**src/rtl/nanq_pkg.sv**
```systemverilog
package nanq_pkg;

  localparam int WORD_W = 64;
  localparam int LANES  = 3;
  localparam int SEL_W  = 2;

  typedef enum logic [SEL_W-1:0] {
    FMT_HALF   = 2'd0,
    FMT_SINGLE = 2'd1,
    FMT_DOUBLE = 2'd2,
    FMT_WIDE   = 2'd3
  } fmt_e;

  function automatic int lane_exp_w(input int idx);
    case (idx)
      0:       return 5;
      1:       return 8;
      default: return 11;
    endcase
  endfunction

  function automatic int lane_frac_w(input int idx);
    case (idx)
      0:       return 10;
      1:       return 23;
      default: return 52;
    endcase
  endfunction

  function automatic logic [SEL_W-1:0] lane_of(input fmt_e f);
    return (f == FMT_WIDE) ? 2'd2 : f;
  endfunction

endpackage

```
**src/rtl/nanq_classify.sv**
```systemverilog
module nanq_classify #(
  parameter int EXP_W  = 8,
  parameter int FRAC_W = 23,
  localparam int MAG_W = EXP_W + FRAC_W
) (
  input  logic             legacy_mode,
  input  logic [MAG_W-1:0] mag,
  output logic             is_q,
  output logic             is_s
);

  logic exp_ones;
  logic frac_nz;
  logic marker;
  logic quiet_pol;
  logic nan;

  assign exp_ones  = &mag[MAG_W-1:FRAC_W];
  assign frac_nz   = |mag[FRAC_W-1:0];
  assign marker    = mag[FRAC_W-1];
  assign nan       = exp_ones & frac_nz;
  assign quiet_pol = marker ^ legacy_mode;
  assign is_q      = nan & quiet_pol;
  assign is_s      = nan & ~quiet_pol;

  always_comb begin
    assert_flags_exclusive_R5: assert (!(is_q && is_s));
    if (exp_ones && !frac_nz) begin
      assert_inf_no_flag_R5: assert (!is_q && !is_s);
    end
    if (is_q) begin
      assert_quiet_polarity_R4: assert (mag[FRAC_W-1] == !legacy_mode);
    end
  end

endmodule

```
**src/rtl/nanq_default.sv**
```systemverilog
module nanq_default #(
  parameter int EXP_W  = 8,
  parameter int FRAC_W = 23,
  localparam int LW    = 1 + EXP_W + FRAC_W
) (
  input  logic          legacy_mode,
  output logic [LW-1:0] dflt
);

  assign dflt = {1'b0, {EXP_W{1'b1}}, ~legacy_mode, {(FRAC_W-1){legacy_mode}}};

endmodule

```
**src/rtl/nanq_quiet.sv**
```systemverilog
module nanq_quiet #(
  parameter int EXP_W  = 8,
  parameter int FRAC_W = 23,
  localparam int LW    = 1 + EXP_W + FRAC_W
) (
  input  logic          legacy_mode,
  input  logic [LW-1:0] word,
  input  logic          is_s,
  input  logic [LW-1:0] dflt,
  output logic [LW-1:0] quiet
);

  always_comb begin
    quiet = word;
    if (is_s) begin
      if (legacy_mode) quiet = dflt;
      else             quiet = {word[LW-1:FRAC_W], 1'b1, word[FRAC_W-2:0]};
    end
  end

  always_comb begin
    if (!legacy_mode && is_s) begin
      assert_marker_set_R7: assert (quiet[FRAC_W-1] && (quiet[LW-1:FRAC_W] == word[LW-1:FRAC_W])
                                    && (quiet[FRAC_W-2:0] == word[FRAC_W-2:0]));
    end
    if (legacy_mode && is_s) begin
      assert_legacy_default_R8: assert (quiet == dflt);
    end
    if (!is_s) begin
      assert_passthrough_R9: assert (quiet == word);
    end
  end

endmodule

```
**src/rtl/nanq_top.sv**
```systemverilog
module nanq_top
  import nanq_pkg::*;
(
  input  logic [1:0]  fmt_sel,
  input  logic        legacy_mode,
  input  logic [63:0] word_in,
  output logic        is_qnan,
  output logic        is_snan,
  output logic [63:0] quieted_word,
  output logic [63:0] default_nan
);

  logic [LANES-1:0]  lane_q;
  logic [LANES-1:0]  lane_s;
  logic [WORD_W-1:0] lane_quiet [LANES];
  logic [WORD_W-1:0] lane_dflt  [LANES];
  logic [SEL_W-1:0]  sel;

  for (genvar gi = 0; gi < LANES; gi++) begin : g_lane
    localparam int EW = lane_exp_w(gi);
    localparam int FW = lane_frac_w(gi);
    localparam int LW = 1 + EW + FW;

    logic [LW-1:0] w;
    logic [LW-1:0] d;
    logic [LW-1:0] qw;

    assign w = word_in[LW-1:0];

    nanq_classify #(.EXP_W(EW), .FRAC_W(FW)) u_cls (
      .legacy_mode(legacy_mode),
      .mag        (w[LW-2:0]),
      .is_q       (lane_q[gi]),
      .is_s       (lane_s[gi])
    );

    nanq_default #(.EXP_W(EW), .FRAC_W(FW)) u_dflt (
      .legacy_mode(legacy_mode),
      .dflt       (d)
    );

    nanq_quiet #(.EXP_W(EW), .FRAC_W(FW)) u_quiet (
      .legacy_mode(legacy_mode),
      .word       (w),
      .is_s       (lane_s[gi]),
      .dflt       (d),
      .quiet      (qw)
    );

    if (LW < WORD_W) begin : g_pad
      assign lane_quiet[gi] = {{(WORD_W-LW){1'b0}}, qw};
      assign lane_dflt[gi]  = {{(WORD_W-LW){1'b0}}, d};
    end else begin : g_full
      assign lane_quiet[gi] = qw;
      assign lane_dflt[gi]  = d;
    end
  end

  assign sel = lane_of(fmt_e'(fmt_sel));

  always_comb begin
    is_qnan      = lane_q[sel];
    is_snan      = lane_s[sel];
    quieted_word = lane_quiet[sel];
    default_nan  = lane_dflt[sel];
  end

endmodule

```
**config.mk**
```make
export PLATFORM = sky130hd
export DESIGN_NAME = nanq_top
export DESIGN_NICKNAME = d
export VERILOG_FILES = /design/src/rtl/nanq_pkg.sv /design/src/rtl/nanq_classify.sv /design/src/rtl/nanq_default.sv /design/src/rtl/nanq_quiet.sv /design/src/rtl/nanq_top.sv
export SDC_FILE = /design/constraint.sdc
export NUM_CORES = 1
export LEC_CHECK = 0
export BUFFER_PORTS_ARGS = -buffer_cell sky130_fd_sc_hd__buf_2
export CAP_MARGIN = 25
export CELL_PAD_IN_SITES_DETAIL_PLACEMENT = 1
export CELL_PAD_IN_SITES_GLOBAL_PLACEMENT = 2
export CORE_MARGIN = 5
export CORE_UTILIZATION = 14
export DETAILED_ROUTE_END_ITERATION = 10
export GPL_TIMING_DRIVEN = 0
export MAX_ROUTING_LAYER = met4
export PLACE_DENSITY_LB_ADDON = 0.1
export SYNTH_ARGS = -nofsm -noshare
export SYNTH_HDL_FRONTEND = slang
export SYNTH_SLANG_ARGS = --single-unit
```
**constraint.sdc**
```tcl
create_clock -name vclk -period 2.3
set_clock_uncertainty 0.2 [all_clocks]
set_input_delay 0.115 -clock vclk [all_inputs]
set_output_delay 0.115 -clock vclk [all_outputs]
set_load 0.02 [all_outputs]
```
==> impl_results.md, run 1 <==
- Die area: 13,820 um^2
- Final Cycle Share: 101.9%
- Initial Utilization: 14.24%
- Hold slack: 324.7 ps
- Overall power: 698.1 uW
- Register area share after synthesis: 0%
- GRT Residual Overflow: 0
- Initial antenna violation count: 0
- Final Hold Fails: 0
- Synth Instances: 276
- Synth area leaders: buf_4, nor2_1, nand2_1
- Final min period: 2343 ps
- Synth Area in XOR/XNOR: 0.5410%
- Design area: 3201 um^2
- Worst vdd ir: 0.08268 mV
- Initial DRC Count: 47
- Layout area overhead: 97.68%
- Status: finished with violations
- Worst-path maximum fanout: 5
- Post-synth top area cell: buf_4
- DRT antenna net count: 0
- Port bufs: 195
- Synth top area share: 25.97%
- Wirelength, routed: 8756 um
- Synth Area in Adders: 5.410%
- NumNets Final: 563
- Synthesized area per cell: 5.866 um^2
- Placer congestion estimate: 0.7155
- Pwr/cell area: 218.1 nW/um^2
- Die H: 117.5 um
- Post-synthesis compound-gate area fraction: 18.47%
- Post-synthesis instance area: 1619 um^2
- All-layer global routing usage: 11.73%
- CP required: 1990 ps
- Fmax: 426.8 MHz
- P_leak: 1.810 nW
- Setup violations, final: 5
- Footprint of the multi-input gates: 1275 um^2
- Largest family of logic cells by synthesized area: simple AND/OR/NAND/NOR gates
- Crit Path Category: primary input to output port
- CP Data Arrival Time: 2030 ps
- Hold/Removal Path Class: primary input to output port
- Syn_nets: 350
- CP endpoint kind: output port
- Seq Cell Count: 0
- Global-route wire length before repair: 13,750 um
- RSZ-0062 raised after global routing: yes
- Worst setup SP type: primary input
- DR DRC count: 0
- Relative slew slack: 47.64%
- Actual slew at the worst max-slew pin: 777.2 ps
- Largest net degree at the start of global routing: 12
- Area post-placement: 2774 um^2
- # hold bufs at CTS: 0
- Post-route setup slack: -42.90 ps
- CLK BUF: 0
- Ratio of cells with drive above 1 in the final layout: 62.42%
- Ys Warns: 0
- Max Cap Violations: 0
- Mux contribution to synthesized area: 1.236%
- Top-count cell post-synth: nor2_1
- Max Transition Viols Final: 0
- Core Area: 11,370 um^2
- Row cnt: 39
- Fin util: 28.15%
- Crit path to: quieted_word[5]
- Vias: 2,583
- Simple-Gate Fraction of Synth Area: 43.28%
- Drt pass-1 iters: 4
- # IOs: 197
- Reg area: 0 um^2
- Vias in the first global route: 2,751
- Die X: 117.5 um
- Setup TNS: -176.6 ps
- Fill count: 1,496
- Hpwl dp: 7305 um
- Crit path from: word_in[5]
- Synth cell types: 44
- Worst hold start: word_in[4]
- Commonest cells in the netlist: nor2_1, buf_4, nand2_1, clkbuf_1, and2_1
- Violated checks: negative setup slack
- Antenna diodes: 0
- Wire per inst: 13.90 um
- Vias per cell: 4.100
worst max-delay path: stages:
cell	delay (ps)
buf_6	90
or4_4	540
nor4_4	250
buf_4	180
buf_6	100
nor4_4	40
buf_4	140
o21bai_4	190
buf_6	190
nand2_4	60
buf_6	130
repair_timing:
item,in CTS,in global routing
pin swaps,3,7
endpoints found under the setup margin,41,84
gates resized for setup,19,73
gates cloned,1,1
setup buffers,6,9
cell families after synthesis:
family / after synthesis
and+or+nand+nor: 145
buffers and inverters: 77
AOI/OAI and AO/OA: 43
adders and majority gates: 7
muxes: 2
xor gates and xnor gates: 1
other: 1
through the flow:
stage	cells	setup WS, ps
after floorplan	276	120.9
after global placement	614	-660.7
after detailed placement	614	-634.3
after CTS	621	-24.63
after global routing	630	-120.0
final	630	-42.90
worst min-delay path by stage:
stage | to | slack [ps] | cells past startpoint
after CTS | quieted_word[4] | 330 | 4
after detailed placement | quieted_word[4] | 360 | 4
after global placement | quieted_word[63] | 360 | 4
after global routing | quieted_word[4] | 340 | 4
after floorplan | quieted_word[63] | 160 | 2
final | quieted_word[4] | 320 | 4
final cells by class:
type               count  share of cell area (%)
multi-input cells    199                   39.84
repair buffers       210                   38.04
plain buffers         71                   15.32
well taps            143                   5.590
inverters              6                   1.056
repair inverters       1                  0.1564
power breakdown:
| group | leakage (nW) | switching, mW | internal (mW) |
|---|---|---|---|
| combinational | 1.81 | 0.401 | 0.298 |
| sequential | 0 | 0 | 0 |
| clock | 0 | 0 | 0 |
layer usage:
metal	GRT usage, %	part of all wire, %	vias up
met5	-	0	-
met4	0.5018	0.70	0
met3	1.922	6.6	4
met2	21.18	50	114
met1	14.44	43	1169
li1	-	-	1296
layout by cell type, fill, tap and decap left out, drive strengths merged, types with 3 or more instances in the layout:
| cell | count |
|---|---|
| buf | 267 |
| nor2 | 58 |
| nand2 | 39 |
| clkbuf | 14 |
| and2 | 12 |
| o21ai | 11 |
| nor4 | 10 |
| a21oi | 7 |
| ha | 7 |
| o21a | 6 |
| nand3 | 5 |
| nand4 | 5 |
| nor3 | 5 |
| a21o | 4 |
| clkinvlp | 4 |
| inv | 3 |
| and4 | 3 |
(Power assumes the default switching activity.)
==> inputs of run 2 (changes only) <==
==> constraint.sdc (replaced) <==
create_clock -name vclk -period 2.4
set_clock_uncertainty 0.2 [all_clocks]
set_input_delay 0.12 -clock vclk [all_inputs]
set_output_delay 0.12 -clock vclk [all_outputs]
set_load 0.02 [all_outputs]
==> run 2 against run 1 <==
Against the previous run:
- core utilization fell by 2.2 points
- the flow now finishes without violations
- count of clock-buffer cells in the layout did not move
- combinational power fell by 9.0%
==> impl_results.md, run 2 (same netlist as run 1, synthesis figures left out) <==
- Placed Cells: 614
- CP required: 2080 ps
- Hold EP: quieted_word[6]
- NumNets Final: 557
- Fmax: 431.3 MHz
- # IOs: 197
- Status: finished clean
- DRT antenna net count: 0
- Worst vdd ir: 0.07940 mV
- Seq Cell Count: 0
- Largest net degree at the start of global routing: 12
- RSZ-0062 raised after global routing: yes
- CP Data Arrival Time: 2000 ps
- CP endpoint kind: output port
- Hpwl dp: 7305 um
- Pre-CTS WS: -544.3 ps
- All-layer global routing usage: 11.59%
- Die H: 117.5 um
- Most common cell after layout, fill and taps aside: buf_2
- Pwr/cell area: 215.2 nW/um^2
- Die X: 117.5 um
- Most frequent cells in the layout: buf_2, buf_4, nor2_1
- Crit Path Category: primary input to output port
- CLK BUF: 0
- Relative slew slack: 47.99%
- Logic pwr share: 100.0%
- Overall power: 635.2 uW
- Placer congestion estimate: 0.7155
- Final min period: 2319 ps
- Port bufs: 195
- Vias per cell: 4.046
- DR DRC count: 0
- Initial DRC Count: 47
- WHS Path Cells: 4
- GRT Residual Overflow: 0
- Drt pass-1 iters: 4
- Setup violations, final: 0
- Actual slew at the worst max-slew pin: 772.0 ps
- Ratio of cells with drive above 1 in the final layout: 58.00%
- Die area: 13,820 um^2
- Reg area: 0 um^2
- Initial Utilization: 14.24%
- Setup TNS: 0 ps
- Max Transition Viols Final: 0
- Pint: 261.7 uW
- Wirelength, routed: 8547 um
- Worst hold start: word_in[6]
- Seq pwr share: 0%
- Clock power share: 0%
- Worst-path maximum fanout: 6
- Final Hold Fails: 0
- Worst setup SP type: primary input
- Post-route insts no fill: 624
- Vias: 2,525
- Post-route setup slack: 81.45 ps
- P_leak: 1.721 nW
- Layout area overhead: 82.30%
- Max Cap Violations: 0
- Vias in the first global route: 2,687
- Row cnt: 39
- P_sw: 373.5 uW
- Core Area: 11,370 um^2
- Global-route wire length before repair: 13,530 um
- Hold/Removal Path Class: primary input to output port
- Antenna diodes: 0
- Switch share: 58.80%
- Initial antenna violation count: 0
- Final Cycle Share: 96.61%
- Wire per inst: 13.70 um
run 2: cell count changes in the layout (fill, tap and decap cells not counted), sizes merged:
cell	previous run	this run
buf	267	262
clkbuf	14	13
run 2: repair_timing:
item	in CTS	in global routing
endpoints found under the hold margin	0	0
endpoints found under the setup margin	32	39
pin swaps	2	6
buffers inserted	4	5
gates resized for setup	8	19
cloned	1	0
hold buffers	0	0
run 2: critical path: stages:
cell     delay (ps)
buf_6            90
or4_4           540
nor4_4          300
buf_4           210
nand4_4         120
a21o_1          220
a32o_2          260
buf_6           130
run 2: layout make-up:
cell class / instances / area [um^2]
fill: 1520 / 8418
multi-input combinational: 199 / 1182
tap: 143 / 178.9
buffer: 71 / 481.7
timing repair inverter: 1 / 5.005
inverter: 6 / 33.78
timing repair buffer: 204 / 1070
run 2: per-stage QoR:
| stage | hold WS, ps | util [%] | cell area, um^2 |
|---|---|---|---|
| 2_1_floorplan | 170.9 | - | 1619 |
| 3_3_place_gp | 368.2 | 24.40 | 2774 |
| 3_5_place_dp | 366.3 | 24.40 | 2774 |
| 4_1_cts | 367.3 | 25.06 | 2849 |
| 5_1_grt | 369.7 | 25.96 | 2952 |
| 6_report | 340.0 | 25.96 | 2952 |
run 2: worst max path at each step:
stage / start / to / slack, ps / cells past startpoint
final: word_in[6] / quieted_word[22] / 80 / 8
after global routing: word_in[6] / quieted_word[22] / -10 / 8
after CTS: word_in[4] / quieted_word[20] / 2 / 8
after detailed placement: legacy_mode / quieted_word[7] / -540 / 9
after global placement: legacy_mode / quieted_word[8] / -570 / 9
after floorplan: legacy_mode / is_snan / 210 / 6
run 2: layer usage:
metal | part of all wire (%) | wire (um) | up-vias | GRT usage, %
li1 | - | - | 1285 | -
met1 | 44 | 3749 | 1133 | 14.38
met2 | 50 | 4231 | 107 | 21.00
met3 | 6.6 | 566 | 0 | 1.922
met4 | 0 | 0 | 0 | 0
met5 | 0 | 0 | - | -
run 2: power groups by stage:
stage                     clock [mW]  sequential [mW]  combinational [mW]
final                              0                0               0.635
after global routing               0                0               0.689
after CTS                          0                0               0.632
after detailed placement           0                0               0.625
after global placement             0                0               0.622
after floorplan                    0                0               0.385
